<file path="config.mk">
export PLATFORM = sky130hd
export DESIGN_NAME = pwr_fail_ctrl
export DESIGN_NICKNAME = d
export VERILOG_FILES = /design/src/rtl/pfc_pkg.sv /design/src/rtl/pfc_sync.sv /design/src/rtl/pfc_decode.sv /design/src/rtl/pfc_rst_timer.sv /design/src/rtl/pwr_fail_ctrl.sv
export SDC_FILE = /design/constraint.sdc
export NUM_CORES = 1
export LEC_CHECK = 0
export ABC_AREA = 1
export BUFFER_PORTS_ARGS = -buffer_cell sky130_fd_sc_hd__buf_2
export CAP_MARGIN = 20
export CORE_AREA = 2 2 39 41
export DETAILED_ROUTE_END_ITERATION = 10
export DIE_AREA = 0 0 41 43
export PLACE_DENSITY = 0.82
export SYNTH_ARGS = -nofsm -noshare
export SYNTH_HDL_FRONTEND = slang
export SYNTH_HIERARCHICAL = 1
export SYNTH_SLANG_ARGS = --single-unit
</file>
<file path="constraint.sdc">
create_clock -name clk -period 1.4 [get_ports clk]
set_clock_uncertainty 0.15 [all_clocks]
set_input_delay 0.28 -clock clk [delete_from_list [all_inputs] [get_ports clk]]
set_output_delay 0.28 -clock clk [all_outputs]
set_load 0.03 [all_outputs]
</file>
<file path="src/rtl/pfc_pkg.sv">
package pfc_pkg;

  // Status codes; 100 is deliberately unused.
  typedef enum logic [2:0] {
    ST_OK        = 3'b000,
    ST_LOW       = 3'b001,
    ST_BATT      = 3'b010,
    ST_BATT_WEAK = 3'b011,
    ST_CRIT      = 3'b101
  } pwr_code_e;

  localparam int unsigned N_FLAGS  = 4;
  localparam int unsigned F_WARN   = 0;
  localparam int unsigned F_SW     = 1;
  localparam int unsigned F_CORE_H = 2;
  localparam int unsigned F_CORE_L = 3;

endpackage

</file>
<file path="src/rtl/pfc_sync.sv">
module pfc_sync #(
  parameter int unsigned WIDTH   = 4,
  parameter int unsigned STAGES  = 2,
  parameter logic [WIDTH-1:0] RST_VAL = '1
) (
  input  logic             clk,
  input  logic             rst,
  input  logic [WIDTH-1:0] d,
  output logic [WIDTH-1:0] q
);

  logic [WIDTH-1:0] tap [STAGES+1];

  assign tap[0] = d;

  for (genvar s = 0; s < STAGES; s++) begin : g_stage
    always_ff @(posedge clk) begin
      if (rst) tap[s+1] <= RST_VAL;
      else     tap[s+1] <= tap[s];
    end
  end

  assign q = tap[STAGES];

endmodule

</file>
<file path="src/rtl/pfc_decode.sv">
module pfc_decode
  import pfc_pkg::*;
(
  input  logic               clk,
  input  logic               rst,
  input  logic [N_FLAGS-1:0] flags,
  output logic [2:0]         status_q,
  output logic               batt_q,
  output logic               irq_q,
  output logic               inhibit_q,
  output logic               halt_q
);

  pwr_code_e code_d;
  logic      batt_d;

  always_comb begin
    batt_d = !flags[F_SW];
    if (flags[F_SW])          code_d = flags[F_WARN] ? ST_OK : ST_LOW;
    else if (!flags[F_CORE_L]) code_d = ST_CRIT;
    else if (flags[F_CORE_H]) code_d = ST_BATT;
    else                      code_d = ST_BATT_WEAK;
  end

  always_ff @(posedge clk) begin
    if (rst) begin
      status_q  <= ST_OK;
      batt_q    <= 1'b0;
      irq_q     <= 1'b0;
      inhibit_q <= 1'b0;
      halt_q    <= 1'b0;
    end else begin
      status_q  <= code_d;
      batt_q    <= batt_d;
      irq_q     <= batt_d && !batt_q;
      inhibit_q <= (code_d == ST_BATT_WEAK) || (code_d == ST_CRIT);
      halt_q    <= batt_d;
    end
  end

endmodule

</file>
<file path="src/rtl/pfc_rst_timer.sv">
module pfc_rst_timer #(
  parameter int unsigned DELAY = 4,
  localparam int unsigned CNT_W = $clog2(DELAY + 1)
) (
  input  logic clk,
  input  logic rst,
  input  logic crit,
  output logic req_q
);

  localparam logic [CNT_W-1:0] LAST = CNT_W'(DELAY - 1);

  logic [CNT_W-1:0] cnt_q;

  always_ff @(posedge clk) begin
    if (rst || !crit) begin
      cnt_q <= '0;
      req_q <= 1'b0;
    end else begin
      cnt_q <= (cnt_q == LAST) ? cnt_q : cnt_q + 1'b1;
      req_q <= (cnt_q == LAST);
    end
  end

endmodule

</file>
<file path="src/rtl/pwr_fail_ctrl.sv">
module pwr_fail_ctrl
  import pfc_pkg::*;
#(
  parameter int unsigned SYNC_STAGES = 2,
  parameter int unsigned RST_DELAY   = 4
) (
  input  logic       clk,
  input  logic       rst,
  input  logic       main_warn_ok,
  input  logic       main_sw_ok,
  input  logic       core_hi_ok,
  input  logic       core_lo_ok,
  output logic [2:0] status,
  output logic       on_battery,
  output logic       batt_irq,
  output logic       flash_wr_inhibit,
  output logic       adc_clk_halt,
  output logic       reset_req
);

  logic [N_FLAGS-1:0] raw_flags;
  logic [N_FLAGS-1:0] sync_flags;

  always_comb begin
    raw_flags           = '0;
    raw_flags[F_WARN]   = main_warn_ok;
    raw_flags[F_SW]     = main_sw_ok;
    raw_flags[F_CORE_H] = core_hi_ok;
    raw_flags[F_CORE_L] = core_lo_ok;
  end

  pfc_sync #(
    .WIDTH  (N_FLAGS),
    .STAGES (SYNC_STAGES),
    .RST_VAL('1)
  ) u_sync (
    .clk(clk),
    .rst(rst),
    .d  (raw_flags),
    .q  (sync_flags)
  );

  pfc_decode u_decode (
    .clk      (clk),
    .rst      (rst),
    .flags    (sync_flags),
    .status_q (status),
    .batt_q   (on_battery),
    .irq_q    (batt_irq),
    .inhibit_q(flash_wr_inhibit),
    .halt_q   (adc_clk_halt)
  );

  pfc_rst_timer #(
    .DELAY(RST_DELAY)
  ) u_timer (
    .clk  (clk),
    .rst  (rst),
    .crit (status == ST_CRIT),
    .req_q(reset_req)
  );

endmodule

</file>
## Yosys cells after proc, flatten, opt, wreduce, memory -nomap -nowiden

Index checks and enable logic that the tools add are counted.

- Register bits: 18
- Bits of input ports: 6

- Reductions and logical operators: 6
- Equal/unequal tests: 4
- Add/subtract/negate cells: 1
- Mux-type cells: 4

Operator list:

| kind | count |
|---|---|
| $eq A3 B2 Y1 const B | 2 |
| $eq A3 B3 Y1 const B | 2 |
| $mux W3 | 2 |
| $add A3 B1 Y3 const B | 1 |
| $logic_not A1 Y1 | 3 |
| $logic_or A1 B1 Y1 | 2 |
| $mux W1 | 2 |
| $logic_and A1 B1 Y1 | 1 |

## Logic depth before layout (Yosys ltp)

- Word-level depth: 5
- Gate-level depth with buffers: 5
- Gate-level depth less buffers: 5

## Hierarchy

Netlist, hierarchy kept.

Modules (own cells, without submodules):

| module | area each (sq um) | seq. area each (sq um) | cells an instance | instances |
|---|---|---|---|---|
| pfc_sync | 254.0 | 160.2 | 29 | 1 |
| pfc_rst_timer | 185.2 | 80.1 | 24 | 1 |
| pfc_decode | 180.2 | 120.1 | 20 | 1 |
| pwr_fail_ctrl | 10.0 | 0.0 | 2 | 1 |

## Worst setup path after synthesis

OpenSTA, ideal clock, no wires.

- Kind: flip-flop to flip-flop
- Start point: reg u_timer.cnt_q[0]
- End point: reg u_timer.cnt_q[2]
- Setup slack: 231 ps
- Library setup time: 70 ps
- Buffers on the path: 0
- Data arrival time: 949 ps
- Clock period less this slack: 1,169 ps
- Stages on the path, launching flop included: 6
- Cells stage by stage: dfxtp_1 > ha_1 > ha_1 > inv_1 > nand2_1 > a21oi_1

- Longest elaborated chain between the ends: 1

Ends and longest elaborated chain:

| what | line | source |
|---|---|---|
| from (decl) | pfc_rst_timer.sv:13 | `logic [CNT_W-1:0] cnt_q;` |
| from (signal assigned) | pfc_rst_timer.sv:20 | `cnt_q <= (cnt_q == LAST) ? cnt_q : cnt_q + 1'b1;` |
| $add A3 B1 Y3 / $eq A3 B2 Y1 (equally long branches) | pfc_rst_timer.sv:20 |  |

Several ways; a longest one is shown, not always the timed one.
A chain may end at the register's enable or synchronous reset.

## Worst setup path after layout

- Start point: reg u_timer.cnt_q[0]
- End point: reg u_timer.cnt_q[1]

Same word-level chain as after synthesis.

==> flow_summary.ini <==
[critical_path]
cp_max_fo = 4
cp_slowest_cell = dfxtp_1
crit_buf_inv = 1
cp-start-kind = register
crit_family = adder cells
endpoint_kind = register
criticalPathCategory = reg2reg
rrSetupSlack_ns = 0.12
path_cells = ha_1 -> ha_1 -> inv_1 -> nand2_1 -> a21oi_1
cp.required_ns = 1.47
critical_path_arrival_ns = 1.36
crit_path_max_incr_delay_ns = 0.34
cpMostUsedCell = ha_1
reg2reg_depth = 5
r2r_start = u_timer/cnt_q[0]
r2r-end = u_timer/cnt_q[1]

[die]
rows = 14
coreArea_um2 = 1380
dieArea_um2 = 1760
io_pins = 14
die_w_um = 41
die_h_um = 43
initial_core_util_pct = 45.5

[sta]
fmax_ghz = 0.780
rsz0062_at_grt = false
slew_headroom_pct = 89.6
hold_ws_ns = -0.000132
period_needed_ns = 1.28
finalCritPeriodShare_pct = 91.5
hold_violations = 1
tightest_slew_ns = 0.156
tns_ns = 0
slew_violations = 0
setup_viol = 0

[global_routing]
grt_overflow = 0
grt_pass1_vias = 359
grt_pass1_wl_mm = 1.33
antenna_found_initial = 0
grt_use_total_pct = 11.8
grt_max_degree = 11

[finish]
final_area_um2 = 723
drive_gt1_share_pct = 23.9
register_area_um2 = 360
multiInputGateArea_um2 = 156
syn_to_final_growth_pct = 14.9
diodes = 0
utilization_pct = 52.3
layout.nets = 98
n_fill_cell = 141

[synth]
syn_nets = 84
synth.distinct_cells = 10
postSynthAreaPerCell_um2 = 8.39
syn-cell-area_um2 = 629
ys_ff_latch = 18
yosysWarnings = 6
yosysSeqAreaShare_pct = 57.3
syn_inst = 75

[clock_tree]
numCtsBuffers = 3
post_cts_buffers = 0
cts_tree = done
h-tree-depth = 1
clock-sinks = 18
cts.clk_slew.worst_paths_ns = 0.10
cts_resized = 0
cts_root_buf = clkbuf_4
cts_max_path_buffers = 2
clk_latency_ns = 0.29

[detailed_routing]
firstDrtPassIters = 2
drt_iter0_drc = 5
detail-route-antenna-nets = 0
drc_errors = 0
routedWlPerCell_um = 8.42
wl_um = 876
via_per_inst = 4.24
vias = 441

[placement]
portBuffers = 13
dpl.hpwl_um = 677
placed_cell_area_um2 = 677
gp_congestion = 0.609

[min_path]
min-delay-start = core_hi_ok
hold_class = in2reg
hold_depth = 3
min_delay_worst_endpoint = u_sync/tap[6]

[pwr]
p_per_area_nw_per_um2 = 1230
p_leak_nw = 0.422
power_mw = 0.887
vdd_drop_max_uv = 726

[run]
maxCapViolations = 0

[outcome]
violations = hold timing
status = finished, violations left
-- worst register-to-register path, stage by stage (launching register included) --
cell and delay [ns]:
dfxtp_1 0.34, ha_1 0.22, ha_1 0.23, inv_1 0.11, nand2_1 0.06, a21oi_1 0.12
-- metrics by stage --
stage	std cells	worst slack, ns
after floorplan	75	0.231
after global placement	99	0.213
after detailed placement	99	0.136
after CTS	103	0.103
after global routing	104	0.0522
final	104	0.119
-- cells in the final DEF (no fill, tap or decap) --
cell            n
nand2_1        19
inv_1          18
dfxtp_1        18
buf_2          13
nor2_1          4
clkbuf_4        3
a21oi_1         3
ha_1            3
nor2_2          2
inv_2           2
clkbuf_8        1
dlygate4sd3_1   1
nand3_1         1
-- cell usage after synthesis (all sizes together) --
library cell / instances / share of area [%]
inv: 20 / 12
dfxtp: 18 / 57
ha: 3 / 6.0
a21oi: 3 / 2.4
nand2: 19 / 11
nand3: 1 / 0.79
buf: 5 / 6.0
nor2: 6 / 4.4
-- registers in the layout, indices dropped and copies added, names as in the netlist --
register and count:
u_decode/irq_q 1, u_sync/q 4, u_timer/cnt_q 3, u_sync/tap 4, u_decode/halt_q 1, u_decode/status_q 3
u_timer/req_q 1, u_decode/inhibit_q 1
-- how the worst max path moves through the flow --
stage	from	endpoint	slack, ns	depth (start not counted)
after floorplan	u_timer/cnt_q[0]	u_timer/cnt_q[2]	0.23	5
after global placement	u_timer/cnt_q[0]	u_timer/cnt_q[2]	0.21	5
after detailed placement	u_timer/cnt_q[0]	u_timer/cnt_q[1]	0.14	5
after CTS	u_decode/status_q[0]	status[0]	0.10	1
after global routing	u_timer/cnt_q[0]	u_timer/cnt_q[1]	0.05	5
final	u_timer/cnt_q[0]	u_timer/cnt_q[1]	0.12	5
-- layout make-up --
cell class	count	area share (%)
Sequential cell	18	49.8
Timing Repair Buffer	14	10.4
Inverter	20	10.4
Multi-Input combinational cell	32	21.6
Tap cell	16	2.77
Clock buffer	4	5.02
-- kinds of logic after synthesis --
group	Yosys count	synth area share [%]
adders and majority gates	3	5.96
AOI/OAI and AO/OA	3	2.38
DFF	18	57.3
buffers and inverters	25	17.9
and+or+nand+nor	26	16.5
-- where the power goes --
| group | internal [mW] | switching, mW |
|---|---|---|
| clock | 0.159 | 0.155 |
| sequential | 0.526 | 0.00534 |
| combinational | 0.0161 | 0.0256 |
| total | 0.701 | 0.186 |
-- per-layer routing --
metal / GRT usage [%] / wire length, um / share of wire [%]
met5: 0 / 0 / 0
met4: 8.00 / 24 / 2.7
met3: 3.14 / 40 / 4.6
met2: 20.3 / 465 / 53
met1: 11.0 / 345 / 39
-- timing repair --
item / in CTS / in global routing
hold buffers: 0 / 1
setup endpoints to repair: 0 / 0
hold endpoints to repair: 0 / 1
(Power assumes the default switching activity.)
